`src/rtl/spi_sfr_port.sv`:
```
module spi_sfr_port #(
  parameter int FIFO_DEPTH = 2,
  parameter int DIV_BITS = 3,
  parameter logic [7:0] A_TX = 8'h9A,
  parameter logic [7:0] A_RX = 8'h9B,
  parameter logic [7:0] A_CFG1 = 8'hE8,
  parameter logic [7:0] A_CFG2 = 8'hE9,
  parameter logic [7:0] A_STAT = 8'hEA
) (
  input  logic       clk,
  input  logic       rst_n,
  input  logic [7:0] sfr_addr,
  input  logic [7:0] sfr_wdata,
  input  logic       sfr_wr,
  input  logic       sfr_rd,
  output logic [7:0] sfr_rdata,
  input  logic       i2c_sel,
  input  logic       sclk_i,
  output logic       sclk_o,
  output logic       sclk_oe,
  input  logic       sdi,
  output logic       sdo,
  output logic       sdo_oe,
  input  logic       ss_n,
  output logic       irq
);
  localparam int PW = (FIFO_DEPTH > 1) ? $clog2(FIFO_DEPTH) : 1;
  localparam int CW = $clog2(FIFO_DEPTH + 1);
  localparam int CNT_W = (1 << DIV_BITS) - 1;

  function automatic logic [PW-1:0] nxt(input logic [PW-1:0] p);
    return (p == PW'(FIFO_DEPTH - 1)) ? '0 : p + 1'b1;
  endfunction

  logic [7:0] cfg1, cfg2;
  logic [4:0] stat;
  logic [7:0] tx_mem [FIFO_DEPTH];
  logic [7:0] rx_mem [FIFO_DEPTH];
  logic [PW-1:0] tx_wp, tx_rp, rx_wp, rx_rp;
  logic [CW-1:0] tx_cnt, rx_cnt;
  logic [1:0] ss_sy, ck_sy;
  logic ck_q, busy, lvl;
  logic [3:0] e;
  logic [7:0] sh, rs;
  logic [CNT_W-1:0] div_cnt;

  wire wr_tx   = sfr_wr && sfr_addr == A_TX;
  wire rd_rx   = sfr_rd && sfr_addr == A_RX;
  wire tx_full = tx_cnt == CW'(FIFO_DEPTH);
  wire rx_full = rx_cnt == CW'(FIFO_DEPTH);
  wire tx_nemp = tx_cnt != '0;
  wire rx_nemp = rx_cnt != '0;
  wire cpha = cfg2[0];
  wire cpol = cfg2[1];
  wire master = cfg1[4] && !i2c_sel;
  wire ss_act = !cfg1[4] && !i2c_sel && !ss_sy[1];
  wire run = cfg1[4] ? !i2c_sel : ss_act;
  wire [CNT_W-1:0] half_m1 = CNT_W'((32'd1 << cfg1[DIV_BITS-1:0]) - 32'd1);

  wire start = !busy && (master ? tx_nemp : ss_act);
  wire tick  = busy && run && (master ? div_cnt == half_m1 : ck_sy[1] != ck_q);
  wire abort = busy && !run;
  wire last  = tick && e == 4'd15;
  wire smp   = e[0] == cpha;
  wire [7:0] rx_byte = cpha ? {rs[6:0], sdi} : rs;

  wire tx_push = wr_tx && !tx_full;
  wire tx_pop  = start && tx_nemp;
  wire rx_push = last && !rx_full;
  wire rx_pop  = rd_rx && rx_nemp;
  wire [4:0] stat_set = {last && rx_full, wr_tx && tx_full, rx_push,
                         tx_pop && tx_cnt == CW'(1) && !tx_push, last};

  always_ff @(posedge clk or negedge rst_n)
    if (!rst_n) begin
      ss_sy <= 2'b11; ck_sy <= 2'b00; ck_q <= 1'b0;
    end else begin
      ss_sy <= {ss_sy[0], ss_n}; ck_sy <= {ck_sy[0], sclk_i}; ck_q <= ck_sy[1];
    end

  always_ff @(posedge clk or negedge rst_n)
    if (!rst_n) begin
      busy <= 1'b0; e <= '0; div_cnt <= '0; lvl <= 1'b0; sh <= '0; rs <= '0;
    end else if (start) begin
      busy <= 1'b1; e <= '0; div_cnt <= '0; lvl <= 1'b0; rs <= '0;
      sh <= tx_nemp ? tx_mem[tx_rp] : 8'h00;
    end else if (abort) begin
      busy <= 1'b0; e <= '0; lvl <= 1'b0;
    end else if (busy) begin
      div_cnt <= tick ? '0 : div_cnt + 1'b1;
      if (tick) begin
        lvl <= ~lvl;
        e <= e + 4'd1;
        if (smp) rs <= {rs[6:0], sdi};
        else if (!(cpha && e == 4'd0)) sh <= {sh[6:0], 1'b0};
        if (e == 4'd15) busy <= 1'b0;
      end
    end

  always_ff @(posedge clk) begin
    if (tx_push) tx_mem[tx_wp] <= sfr_wdata;
    if (rx_push) rx_mem[rx_wp] <= rx_byte;
  end

  always_ff @(posedge clk or negedge rst_n)
    if (!rst_n) begin
      tx_wp <= '0; tx_rp <= '0; tx_cnt <= '0;
      rx_wp <= '0; rx_rp <= '0; rx_cnt <= '0;
    end else begin
      if (tx_push) tx_wp <= nxt(tx_wp);
      if (tx_pop)  tx_rp <= nxt(tx_rp);
      tx_cnt <= tx_cnt + CW'(tx_push) - CW'(tx_pop);
      if (rx_push) rx_wp <= nxt(rx_wp);
      if (rx_pop)  rx_rp <= nxt(rx_rp);
      rx_cnt <= rx_cnt + CW'(rx_push) - CW'(rx_pop);
    end

  always_ff @(posedge clk or negedge rst_n)
    if (!rst_n) begin
      cfg1 <= 8'h10; cfg2 <= 8'h00; stat <= '0;
    end else begin
      if (sfr_wr && sfr_addr == A_CFG1) cfg1 <= sfr_wdata;
      if (sfr_wr && sfr_addr == A_CFG2) cfg2 <= sfr_wdata;
      stat <= (stat & ~((sfr_wr && sfr_addr == A_STAT) ? sfr_wdata[4:0] : 5'd0)) | stat_set;
    end

  always_comb
    case (sfr_addr)
      A_RX:    sfr_rdata = rx_nemp ? rx_mem[rx_rp] : 8'h00;
      A_CFG1:  sfr_rdata = cfg1;
      A_CFG2:  sfr_rdata = cfg2;
      A_STAT:  sfr_rdata = {3'b000, stat};
      default: sfr_rdata = 8'h00;
    endcase

  assign sclk_oe = master;
  assign sclk_o  = master && (lvl ^ cpol);
  assign sdo_oe  = master || ss_act;
  assign sdo     = sdo_oe && sh[7];
  assign irq     = |(stat & cfg2[7:3]);

  a_r8_idle_level: assert property (@(posedge clk) disable iff (!rst_n)
    (master && !busy) |-> sclk_o == cpol);
  a_r5_tx_overflow_flag: assert property (@(posedge clk) disable iff (!rst_n)
    (wr_tx && tx_full) |=> stat[3]);
  a_r6_rx_drop: assert property (@(posedge clk) disable iff (!rst_n)
    (last && rx_full && !rx_pop) |=> (rx_full && $stable(rx_wp)));
  a_r10_slave_abort: assert property (@(posedge clk) disable iff (!rst_n)
    (busy && !cfg1[4] && !i2c_sel && ss_sy[1]) |=> (!busy && e == 4'd0));
  a_r13_pins_released: assert property (@(posedge clk) disable iff (!rst_n)
    i2c_sel |=> !busy);
  a_r3_fifo_bounds: assert property (@(posedge clk) disable iff (!rst_n)
    (tx_cnt <= CW'(FIFO_DEPTH)) && (rx_cnt <= CW'(FIFO_DEPTH)));
endmodule

```
`config.mk`:
```
export PLATFORM = sky130hd
export DESIGN_NAME = spi_sfr_port
export DESIGN_NICKNAME = d
export VERILOG_FILES = /design/src/rtl/spi_sfr_port.sv
export SDC_FILE = /design/constraint.sdc
export NUM_CORES = 1
export LEC_CHECK = 0
export BUFFER_PORTS_ARGS = -buffer_cell sky130_fd_sc_hd__buf_2
export CAP_MARGIN = 25
export CORE_AREA = 2 2 109 111
export DETAILED_ROUTE_END_ITERATION = 12
export DIE_AREA = 0 0 111 113
export SLEW_MARGIN = 40
export SYNTH_ARGS = -nofsm -noshare
export SYNTH_HDL_FRONTEND = slang
export SYNTH_SLANG_ARGS = --single-unit
```
`constraint.sdc`:
```
create_clock -name clk -period 4.38 [get_ports clk]
set_input_delay 0 -clock clk [delete_from_list [all_inputs] [get_ports clk]]
set_output_delay 0 -clock clk [all_outputs]
set_load 0.005 [all_outputs]
```
==> impl_results.md, run 1 <==
* Status: finished clean
* R2R depth at 14
* Detailed Routing Iterations Pass 1 at 4
* Area delta synth->final at 12.5%
* Largest net degree at the start of global routing at 37
* Slew headroom at 52.5%
* Port bufs at 36
* Share of layout cells above drive strength 1 at between 20% and 30%
* Synth async-reset ratio at about two thirds
* First-pass GRT wire length at 18.0 mm
* Ant diodes at 0
* Max Fclk at between 200 and 300 MHz
* Post-synth top area share at a little under 30%
* WHS at roughly 0.012 ns
* Core area at approximately 11,000 um^2
* Comb pwr share at between 10% and 20%
* CTS tree: built
* Die W at about 110 um
* Unrepaired setup endpoints after global routing: no
* Min-Delay Path Depth at 2
* Critical-path maximum fanout at 16
* Most area-consuming cells after synthesis: dfrtp_1 (30%), edfxtp_1 (19%), mux2i_1 (6.2%), mux2_2 (6.0%), nand2_1 (3.7%)
* Final Hold Fails at 0
* Tightest Pin Transition at ~0.71 ns
* # DRC at 0
* Clock tree buffer depth at 2
* Hold buffers post-CTS at 11
* Worst hold path type: in -> reg
* Final setup viols at 0
* Starting DRT DRC Count at ~170
* Switching fraction of total power at ~29%
* Count leader, synth: dfrtp_1
* Critical path cell sequence: or3_1 -> ha_1 -> or4b_1 -> o311ai_1 -> xnor2_1 -> nand4_2 -> a21oi_4 -> xnor2_1 -> ha_1 -> inv_1 -> nor3_1 -> a211oi_1 -> o22ai_1 -> a211oi_2
* Row count at 39
* Sequential Power Share at about half
* Die H at roughly 110 um
* Clk_lat worst skew at roughly 0.36 ns
* CP required at approximately 4.7 ns
* Net Count, Synth at a little under 500
* TritonCTS sink count at 95
* Die area at 12,500 um^2
* Fin crit share at a little under nine tenths
* GRT Util Overall at between 10% and 20%
* Crit Path Class: reg -> reg
* Initial core utilization at ~45%
* Drt wl/cell at between 15 and 20 um
* Initial antenna violation count at 0
* Synthesized netlist cell count at 457
* LEAKAGE at between 2 and 2.5 nW
* Root buf cell: clkbuf_16
* Synth top cells by count: dfrtp_1 (60), nand2_1 (49), edfxtp_1 (32)
* H-tree depth at 3
* Final wirelength at around 11 mm
* Post-synth top flop: dfrtp_1
* DRT antenna net count at 0
* CTS resizes at 0
* Total CTS buffers at 9
* Post-synthesis sequential area ratio at 50.4%
* Slowest stage delay, CP at 0.57 ns
* Tmin final at ~3.8 ns
* Post-synth EDFFs at 32
* CP startpoint kind: flip-flop
* Leading area contributor after synthesis: dfrtp_1
* Post-CTS setup buffers at 0
* Mapped Area at approximately 5000 um^2
* Slowest CP cell: dfrtp_1
* Ys Warns at 0
* Slew Viols, Final at 0
* Clock Power Share at 36.3%
* Vias per inst at around 5.6
* Final setup TNS at 0 ns
* P_sw at 0.625 mW
* I/O pins at 37
* Max Cap Viol at 0
* HPWL after DPL at roughly 7.7 mm
* Flops & latches, synth at 95
* Grt ovf at 0
* Clock Pin Slew Worst Setup and Hold Paths at ~0.070 ns
* Final nets at 524
* Worst vdd ir at ~0.28 mV
* Internal power at around 1.6 mW
* Yosys cell types at 66
* Vias in the first global route at about 3,600
* Mean Syn Cell Area at between 10 and 15 um^2
* Final Wtd Congestion at 0.837
* Setup Skew at about 0.011 ns
* Routed via count at around 3,600
* Pwr dens at 385 nW/um^2
* CP arrival at between 4 and 5 ns
* CP Capture Type: flip-flop
-- area by class of cell --
type	instances	area, um^2
well taps	143	179
inverters	16	60.1
fillers	999	5600
clock buffers	9	225
multi-input cells	320	2250
clock inverters	7	78.8
flip-flops and latches	95	2540
repair buffers	51	333
-- metal layers --
metal  vias to the layer above  share of wire [%]  global-route usage (%)
met3                        15                3.6                    4.07
met4                         0                1.5                    6.67
met2                        48                 49                    31.4
met5                         -                  0                       0
li1                       1752                  -                       -
met1                      1749                 45                    23.0
-- worst max-delay path: cells and delay by family (launching register included) --
kind	cells	cell delay (ns)
AND/OR/NAND/NOR	4	1.23
AO/OA/AOI/OAI	5	0.86
flip-flops	1	0.57
adder cells (fa/ha/maj)	2	0.54
XOR/XNOR	2	0.35
buffers and inverters	1	0.12
-- cells in the final DEF, fill, tap and decap left out, types with 10 or more instances in the layout --
cell type and instances:
inv_1 16, nand2_1 49, nand3_1 22, nor2_1 22, dfrtp_1 60, buf_2 36
xnor2_1 10, mux2_2 27, dlygate4sd3_1 11, o21ai_0 28, mux2i_1 31, edfxtp_1 32
-- registers in the layout, summed over array words and instances (netlist names), 2 cells and up --
register and cells:
sh 8, cfg2 8, tx_mem 16, e 4, rx_cnt 2, cfg1 8, ss_sy 2, tx_cnt 2
stat 5, ck_sy 2, rs 8, rx_mem 16, div_cnt 7
-- power groups by stage --
stage	Clock (mW)	Combinational, mW	Sequential, mW
after CTS	0.813	0.307	1.09
final	0.792	0.303	1.09
after floorplan	0	0.256	1.06
after global routing	0.849	0.343	1.10
after global placement	0	0.287	1.10
after detailed placement	0	0.299	1.11
-- per-stage QoR --
step | cell area (um^2) | util, % | cells | setup slack [ns] | total power [mW]
after detailed placement | 5260 | 46.6 | 614 | 0.677 | 1.40
final | 5670 | 50.3 | 641 | 0.623 | 2.18
after global placement | 5230 | 46.4 | 613 | 0.858 | 1.39
after CTS | 5670 | 50.3 | 641 | 0.620 | 2.21
after global routing | 5670 | 50.3 | 641 | 0.406 | 2.29
after floorplan | 5040 | - | 457 | 0.697 | 1.31
-- kinds of logic (layout without fill, tap and decap cells) --
kind of cell	count (synthesis)	after routing	share of synthesized area (%)
flops	95	95	50.4
mux	59	59	12.5
fa+ha+maj	7	7	1.74
compound gates	85	85	11.9
buf+inv	42	83	4.87
xor+xnor	15	15	2.61
simple gates	154	154	15.9
-- final timing paths --
check                                         start                endpoint  slack, ns
max in group asynchronous                     rst_n     cfg1[4]$_DFFE_PN1P_       3.55
worst min register to register   ss_sy[0]$_DFF_PN1_      ss_sy[1]$_DFF_PN1_       0.36
worst min-delay path                            sdi  rx_mem[1][0]$_DFFE_PP_       0.01
worst max-delay path            cfg1[1]$_DFFE_PN0P_     rx_cnt[1]$_DFF_PN0_       0.62
worst max register to register  cfg1[1]$_DFFE_PN0P_     rx_cnt[1]$_DFF_PN0_       0.62
min in group asynchronous                     rst_n       tx_wp$_DFFE_PN0P_       0.23
Power figures use the tool's default switching activity.
==> inputs of run 2 (changes only) <==
Settings changed: ABC_AREA set to 1, CORE_AREA 2 2 109 111 to 2 2 104 106, DIE_AREA 0 0 111 113 to 0 0 106 108.
==> run 2 against run 1 <==
Global-route usage is 0.74 points higher; cell count is 7.6% higher; total power is 0.69% higher; fmax is 24% higher; sequential power hardly changed; die area is 8.7% lower; via count is 3.2% lower; synthesized area is 9.3% lower; non-clock buffer count stayed put; critical path depth is 5 higher; critical endpoint unchanged; largest cell class unchanged; highest routed layer unchanged.
==> impl_results.md, run 2 <==
* Die area at 11,400 um^2 (was 12,500 um^2)
* CTS resizes at 0 (unchanged)
* Critical-path maximum fanout at 13 (was 16)
* Worst Setup Slack, final at 1.35 ns (was 0.623 ns)
* Post-synthesis sequential area ratio at 55.6% (was 50.4%)
* Final Wtd Congestion at 0.873 (was 0.837)
* Tightest Pin Transition at 0.833 ns (was 0.710 ns)
* Status: finished clean (unchanged)
* Slew headroom at 44.1% (was 52.5%)
* Core area at 10,200 um^2 (was 11,300 um^2)
* Flops & latches, synth at 95 (unchanged)
* Most common cell after layout, fill and taps aside: nand2_1 (was dfrtp_1)
* Ys Warns at 0 (unchanged)
* Worst vdd ir at 0.232 mV (was 0.281 mV)
* Tmin final at 3.03 ns (was 3.76 ns)
* Post-synth top area share at 32.8% (was 29.8%)
* CP required at 4.63 ns (was 4.65 ns)
* Row count at 37 (was 39)
* Worst R2R Start: cfg1[2]$_DFFE_PN0P_ (was cfg1[1]$_DFFE_PN0P_)
* HPWL after DPL at 7.29 mm (was 7.71 mm)
* Initial core utilization at 44.7% (about the same)
* Leading area contributor after synthesis: dfrtp_1 (unchanged)
* Unrepaired setup endpoints after global routing: no (unchanged)
* Largest net degree at the start of global routing at 37 (unchanged)
* Ant diodes at 0 (unchanged)
* Worst hold path type: in -> reg (unchanged)
* Max Cap Viol at 0 (unchanged)
* Crit Path Class: reg -> reg (unchanged)
* Max Fclk at 330 MHz (was 266 MHz)
* CP arrival at 3.28 ns (was 4.03 ns)
* Clk_lat worst skew at 0.36 ns (about the same)
* Die W at 106 um (was 111 um)
* Hold endpoint: stat[3]$_DFF_PN0_ (was rx_mem[1][0]$_DFFE_PP_)
* Reg2Reg Setup Slack at 1.35 ns (was 0.62 ns)
* Routed via count at 3,451 (was 3,564)
* First-pass GRT wire length at 16.9 mm (was 18.0 mm)
* GRT Util Overall at 19.1% (was 18.3%)
* Final wirelength at 10.2 mm (was 11.0 mm)
* Mapped Area at 4570 um^2 (was 5040 um^2)
* Setup Skew at 0.0189 ns (was 0.0107 ns)
* Mean Syn Cell Area at 9.21 um^2 (was 11.0 um^2)
* Fillcell total at 927 (was 999)
* Clock Pin Slew Worst Setup and Hold Paths at 0.11 ns (was 0.07 ns)
* R2R depth at 19 (was 14)
* Starting DRT DRC Count at 200 (was 171)
* DRT antenna net count at 0 (unchanged)
* Fin crit share at 69.1% (was 85.8%)
* Initial antenna violation count at 0 (unchanged)
* Fin util at 51.0% (was 50.3%)
* Port bufs at 36 (unchanged)
* Min-Delay Path Depth at 4 (was 2)
* CP Capture Type: flip-flop (unchanged)
* Detailed Routing Iterations Pass 1 at 5 (was 4)
* Area delta synth->final at 14.2% (was 12.5%)
* Final nets at 580 (was 524)
* Total CTS buffers at 9 (unchanged)
* Final setup viols at 0 (unchanged)
* Hold buffers post-CTS at 14 (was 11)
* LEAKAGE at 2.44 nW (was 2.38 nW)
* Die H at 108 um (was 113 um)
* Pwr dens at 421 nW/um^2 (was 385 nW/um^2)
* Clock tree buffer depth at 2 (unchanged)
* Post-synth EDFFs at 32 (unchanged)
* CP startpoint kind: flip-flop (unchanged)
* I/O pins at 37 (unchanged)
* Slew Viols, Final at 0 (unchanged)
* Synth top cells by count: nand2_1 (141), dfrtp_1 (60), inv_1 (55) (was dfrtp_1 (60), nand2_1 (49), edfxtp_1 (32))
* Post-CTS setup buffers at 0 (unchanged)
* Drt wl/cell at 14.8 um (was 17.1 um)
* Hold_sp: sfr_addr[0] (was sdi)
* Share of layout cells above drive strength 1 at 14.4% (was 20.5%)
* Vias in the first global route at 3,422 (was 3,553)
* Most area-consuming cells after synthesis: dfrtp_1 (33%), edfxtp_1 (21%), nand2_1 (12%), inv_1 (4.5%), o21ai_0 (4.5%) (was dfrtp_1 (30%), edfxtp_1 (19%), mux2i_1 (6.2%), mux2_2 (6.0%), nand2_1 (3.7%))
* Grt ovf at 0 (unchanged)
* Pre-CTS WS at 1.40 ns (was 0.677 ns)
* Vias per inst at 5.00 (was 5.56)
* Most frequent cells in the layout: nand2_1 (141), dfrtp_1 (60), inv_1 (55) (was dfrtp_1 (60), nand2_1 (49), buf_2 (36))
* Yosys cell types at 42 (was 66)
* Top flop regs: rx_mem x16, tx_mem x16 (unchanged)
* Final setup TNS at 0 ns (unchanged)
* TritonCTS sink count at 95 (unchanged)
* # DRC at 0 (unchanged)
* Synthesized netlist cell count at 496 (was 457)
* H-tree depth at 3 (unchanged)
* Area after DPL at 4880 um^2 (was 5260 um^2)
* Post-synth top flop: dfrtp_1 (unchanged)
* Synth async-reset ratio at 66.3% (unchanged)
* Net Count, Synth at 527 (was 488)
* FF-to-FF End: rx_cnt[1]$_DFF_PN0_ (unchanged)
* Count leader, synth: nand2_1 (was dfrtp_1)
* Final Cell Area at 5220 um^2 (was 5670 um^2)
* CTS tree: built (unchanged)
* Root buf cell: clkbuf_8 (was clkbuf_16)
* Final Hold Fails at 0 (unchanged)
-- run 2: worst max-delay path, cell delays in order (launching register included) --
cell and delay, ns:
dfrtp_1 0.51, nor2_4 0.16, nand2_1 0.07, ha_1 0.30, nand2_1 0.06, inv_1 0.04, nor2_1 0.08, nand2_1 0.06
nor2_1 0.09, nand2_1 0.05, nor2_1 0.10, nand3_2 0.10, a21boi_2 0.49, nand4_1 0.15, nand2_1 0.10, ha_1 0.15
xor2_1 0.19, inv_1 0.06, nand3_1 0.09, nand2_1 0.06
-- run 2: worst max-delay path by stage --
stage,from,end,slack (ns)
detailed placement,cfg1[2]$_DFFE_PN0P_,rx_cnt[1]$_DFF_PN0_,1.40
floorplan,cfg1[2]$_DFFE_PN0P_,rx_cnt[1]$_DFF_PN0_,1.81
global placement,cfg1[2]$_DFFE_PN0P_,rx_cnt[1]$_DFF_PN0_,1.53
finish,cfg1[2]$_DFFE_PN0P_,rx_cnt[1]$_DFF_PN0_,1.35
CTS,cfg1[2]$_DFFE_PN0P_,rx_mem[0][4]$_DFFE_PP_,1.37
global route,cfg1[2]$_DFFE_PN0P_,rx_cnt[1]$_DFF_PN0_,1.02
-- run 2: logic make-up after synthesis --
kind of cell / after synthesis / share of synthesized area (%)
multiplexers: 11 / 2.46
AO/OA/AOI/OAI: 70 / 9.09
XOR/XNOR: 15 / 2.87
flip-flops: 95 / 55.6
buffers and inverters: 69 / 6.08
adder cells (fa/ha/maj): 7 / 1.92
AND/OR/NAND/NOR: 229 / 22.0
-- run 2: per-stage QoR --
step	std cells	hold slack [ns]	power, mW
detailed placement	660	0.0899	1.61
finish	690	0.0735	2.20
CTS	690	0.0328	2.23
global placement	660	0.0859	1.60
floorplan	496	-0.296	1.46
global route	690	0.0791	2.34
-- run 2: area by class of cell --
type	count	area (um^2)	share of cell area (%)
inverters	60	225	4.32
multi-input cells	332	1750	33.6
repair buffers	51	328	6.28
well taps	136	170	3.26
clock buffers	9	124	2.37
clock inverters	7	78.8	1.51
flip-flops and latches	95	2540	48.7
-- run 2: power by group --
part / internal [mW] / switching, mW / leakage [nW]
Combinational: 0.175 / 0.333 / 1.26
Sequential: 1.01 / 0.0840 / 1.09
Clock: 0.271 / 0.326 / 0.0998
Total: 1.45 / 0.742 / 2.44
-- run 2: metal layers --
layer	global-route usage, %	routed length (um)	up-vias
li1	-	-	1748
met1	25.2	4780	1646
met2	32.8	5020	53
met3	3.56	331	4
met4	4.61	53	0
met5	0	0	-
==> inputs of run 3 (changes only) <==
Clock period 4.38 ns to 2.7 ns, I/O delays scaled along.
==> run 3 against run 2 <==
Clock skew down 0.0047 ns; clock power up 76%; first-iteration DRC count down 13%; critical path type unchanged; largest cell class unchanged.
==> impl_results.md, run 3 (synthesized netlist as in run 2, its figures left out) <==
* Status: finished clean (unchanged)
* Area delta synth->final at 18.0% (was 14.2%)
* Critical-path maximum fanout at 3 (was 13)
* Final nets at 594 (was 580)
* Most common cell after layout, fill and taps aside: nand2_1 (unchanged)
* Post-layout power at 3.69 mW (was 2.20 mW)
* Fin crit share at 93.2% (was 69.1%)
* Initial core utilization at 44.7% (unchanged)
* Row count at 37 (unchanged)
* Tmin final at 2.52 ns (was 3.03 ns)
* Worst vdd ir at 0.302 mV (was 0.232 mV)
* Vias in the first global route at 3,614 (was 3,422)
* Initial antenna violation count at 0 (unchanged)
* CTS tree: built (unchanged)
* Port bufs at 36 (unchanged)
* Largest net degree at the start of global routing at 34 (was 37)
* Clk_lat worst skew at 0.38 ns (was 0.36 ns)
* # DRC at 0 (unchanged)
* FF-to-FF End: rx_cnt[1]$_DFF_PN0_ (unchanged)
* Total CTS buffers at 9 (unchanged)
* Starting DRT DRC Count at 175 (was 200)
* Slew Viols, Final at 0 (unchanged)
* Finished Layout Cells at 704 (was 690)
* Setup Skew at 0.0142 ns (was 0.0189 ns)
* Die W at 106 um (unchanged)
* Die H at 108 um (unchanged)
* I/O pins at 37 (unchanged)
* Detailed Routing Iterations Pass 1 at 6 (was 5)
* Unrepaired setup endpoints after global routing: yes (was no)
* Max Cap Viol at 0 (unchanged)
* Tightest Pin Transition at 0.678 ns (was 0.833 ns)
* Pwr dens at 683 nW/um^2 (was 421 nW/um^2)
* Slew headroom at 54.7% (was 44.1%)
* Final Hold Fails at 0 (unchanged)
* Max Fclk at 397 MHz (was 330 MHz)
* Hold endpoint: stat[3]$_DFF_PN0_ (unchanged)
* R2R depth at 20 (was 19)
* Final setup TNS at 0 ns (unchanged)
* Clock tree buffer depth at 2 (unchanged)
* Ant diodes at 0 (unchanged)
* CP startpoint kind: flip-flop (unchanged)
* Worst hold path type: in -> reg (unchanged)
* Share of layout cells above drive strength 1 at 18.0% (was 14.4%)
* H-tree depth at 3 (unchanged)
* Die area at 11,400 um^2 (unchanged)
* Root buf cell: clkbuf_8 (unchanged)
* Worst R2R Start: cfg1[2]$_DFFE_PN0P_ (unchanged)
* Clock Pin Slew Worst Setup and Hold Paths at 0.10 ns (was 0.11 ns)
* Core area at 10,200 um^2 (unchanged)
* Final wirelength at 10.4 mm (was 10.2 mm)
* Crit Path Class: reg -> reg (unchanged)
* Drt wl/cell at 14.8 um (about the same)
* Reg2Reg Setup Slack at 0.18 ns (was 1.35 ns)
* HPWL after DPL at 7.59 mm (was 7.29 mm)
* Routed via count at 3,520 (was 3,451)
* Min-Delay Path Depth at 4 (unchanged)
* LEAKAGE at 2.53 nW (was 2.44 nW)
* Vias per inst at 5.00 (about the same)
* Grt ovf at 0 (unchanged)
* DRT antenna net count at 0 (unchanged)
* Most frequent cells in the layout: nand2_1 (139), dfrtp_1 (60), inv_1 (54) (was nand2_1 (141), dfrtp_1 (60), inv_1 (55))
* Hold_sp: sfr_addr[0] (unchanged)
* CP required at 2.97 ns (was 4.63 ns)
* CP arrival at 2.79 ns (was 3.28 ns)
* Final Wtd Congestion at 0.807 (was 0.873)
* TritonCTS sink count at 95 (unchanged)
* CP Capture Type: flip-flop (unchanged)
* Final setup viols at 0 (unchanged)
* GRT Util Overall at 19.8% (was 19.1%)
* Placed cells at 672 (was 660)
* First-pass GRT wire length at 17.4 mm (was 16.9 mm)
* Top flop regs: rx_mem x16, tx_mem x16 (unchanged)
## run 3: cell count changes in the layout (fill, tap and decap cells not counted), moves of 2 or more
cell	change
nand2_1	-2
buf_4	+12
nor2_1	-2
buf_6	+2
nor2_2	+2
ha_1	-2
nand2_2	+2
## run 3: layer usage
layer / GRT usage (%) / part of all wire (%) / vias to the layer above
li1: - / - / 1778
met1: 25.4 / 46 / 1659
met2: 33.3 / 49 / 69
met3: 3.56 / 3.2 / 14
met4: 8.18 / 1.8 / 0
met5: 0 / 0 / -
## run 3: worst max-delay path by stage
| stage | slack [ns] | end | from | cells past startpoint |
|---|---|---|---|---|
| 2_1_floorplan | 0.13 | rx_cnt[1]$_DFF_PN0_ | cfg1[2]$_DFFE_PN0P_ | 21 |
| 3_3_place_gp | 0.31 | rx_cnt[1]$_DFF_PN0_ | cfg1[2]$_DFFE_PN0P_ | 20 |
| 3_5_place_dp | 0.13 | rx_cnt[1]$_DFF_PN0_ | cfg1[0]$_DFFE_PN0P_ | 20 |
| 4_1_cts | 0.13 | rx_cnt[1]$_DFF_PN0_ | cfg1[0]$_DFFE_PN0P_ | 20 |
| 5_1_grt | -0.12 | rx_cnt[1]$_DFF_PN0_ | cfg1[1]$_DFFE_PN0P_ | 20 |
| 6_report | 0.18 | rx_cnt[1]$_DFF_PN0_ | cfg1[2]$_DFFE_PN0P_ | 20 |
## run 3: final cells by class
class	count	area, um^2
fillers	945	4840
flip-flops and latches	95	2540
multi-input cells	332	1780
repair buffers	65	455
inverters	60	225
well taps	136	170
clock buffers	10	128
clock inverters	6	91.3
## run 3: through the flow
stage	hold slack (ns)	util (%)	instance area [um^2]	worst slack (ns)
finish	0.0413	52.7	5400	0.183
global route	0.0504	52.7	5400	-0.120
CTS	0.0312	52.2	5340	0.130
detailed placement	0.106	48.7	4980	0.134
global placement	0.106	48.7	4980	0.308
floorplan	-0.296	-	4570	0.129
## run 3: power by group
group	leakage, nW	total, mW	switching [mW]	internal, mW
Clock	0.111	1.05	0.519	0.529
Combinational	1.33	0.870	0.550	0.320
Sequential	1.09	1.77	0.132	1.64
Total	2.53	3.69	1.20	2.48
## run 3: critical path, stage by stage (launching register included)
cell and delay [ns]:
dfrtp_1 0.41, nor2_4 0.14, nand2_2 0.08, ha_4 0.24
nand2_1 0.05, inv_1 0.04, nor2_1 0.07, nand2_1 0.06
nor2_2 0.10, nand2_1 0.05, nor2_1 0.11, nand3_2 0.10
nand2_2 0.08, nand4_1 0.12, nand2_1 0.14, nand2_1 0.07
ha_2 0.18, xor2_2 0.17, inv_1 0.05, nand3_1 0.09
nand2_1 0.06
## run 3: repair_timing
item | CTS | global route
endpoints found under the setup margin | 0 | 9
hold buffers | 14 | 0
endpoints found under the hold margin | 71 | 0
gates resized for setup | 0 | 10
setup buffers | 0 | 2
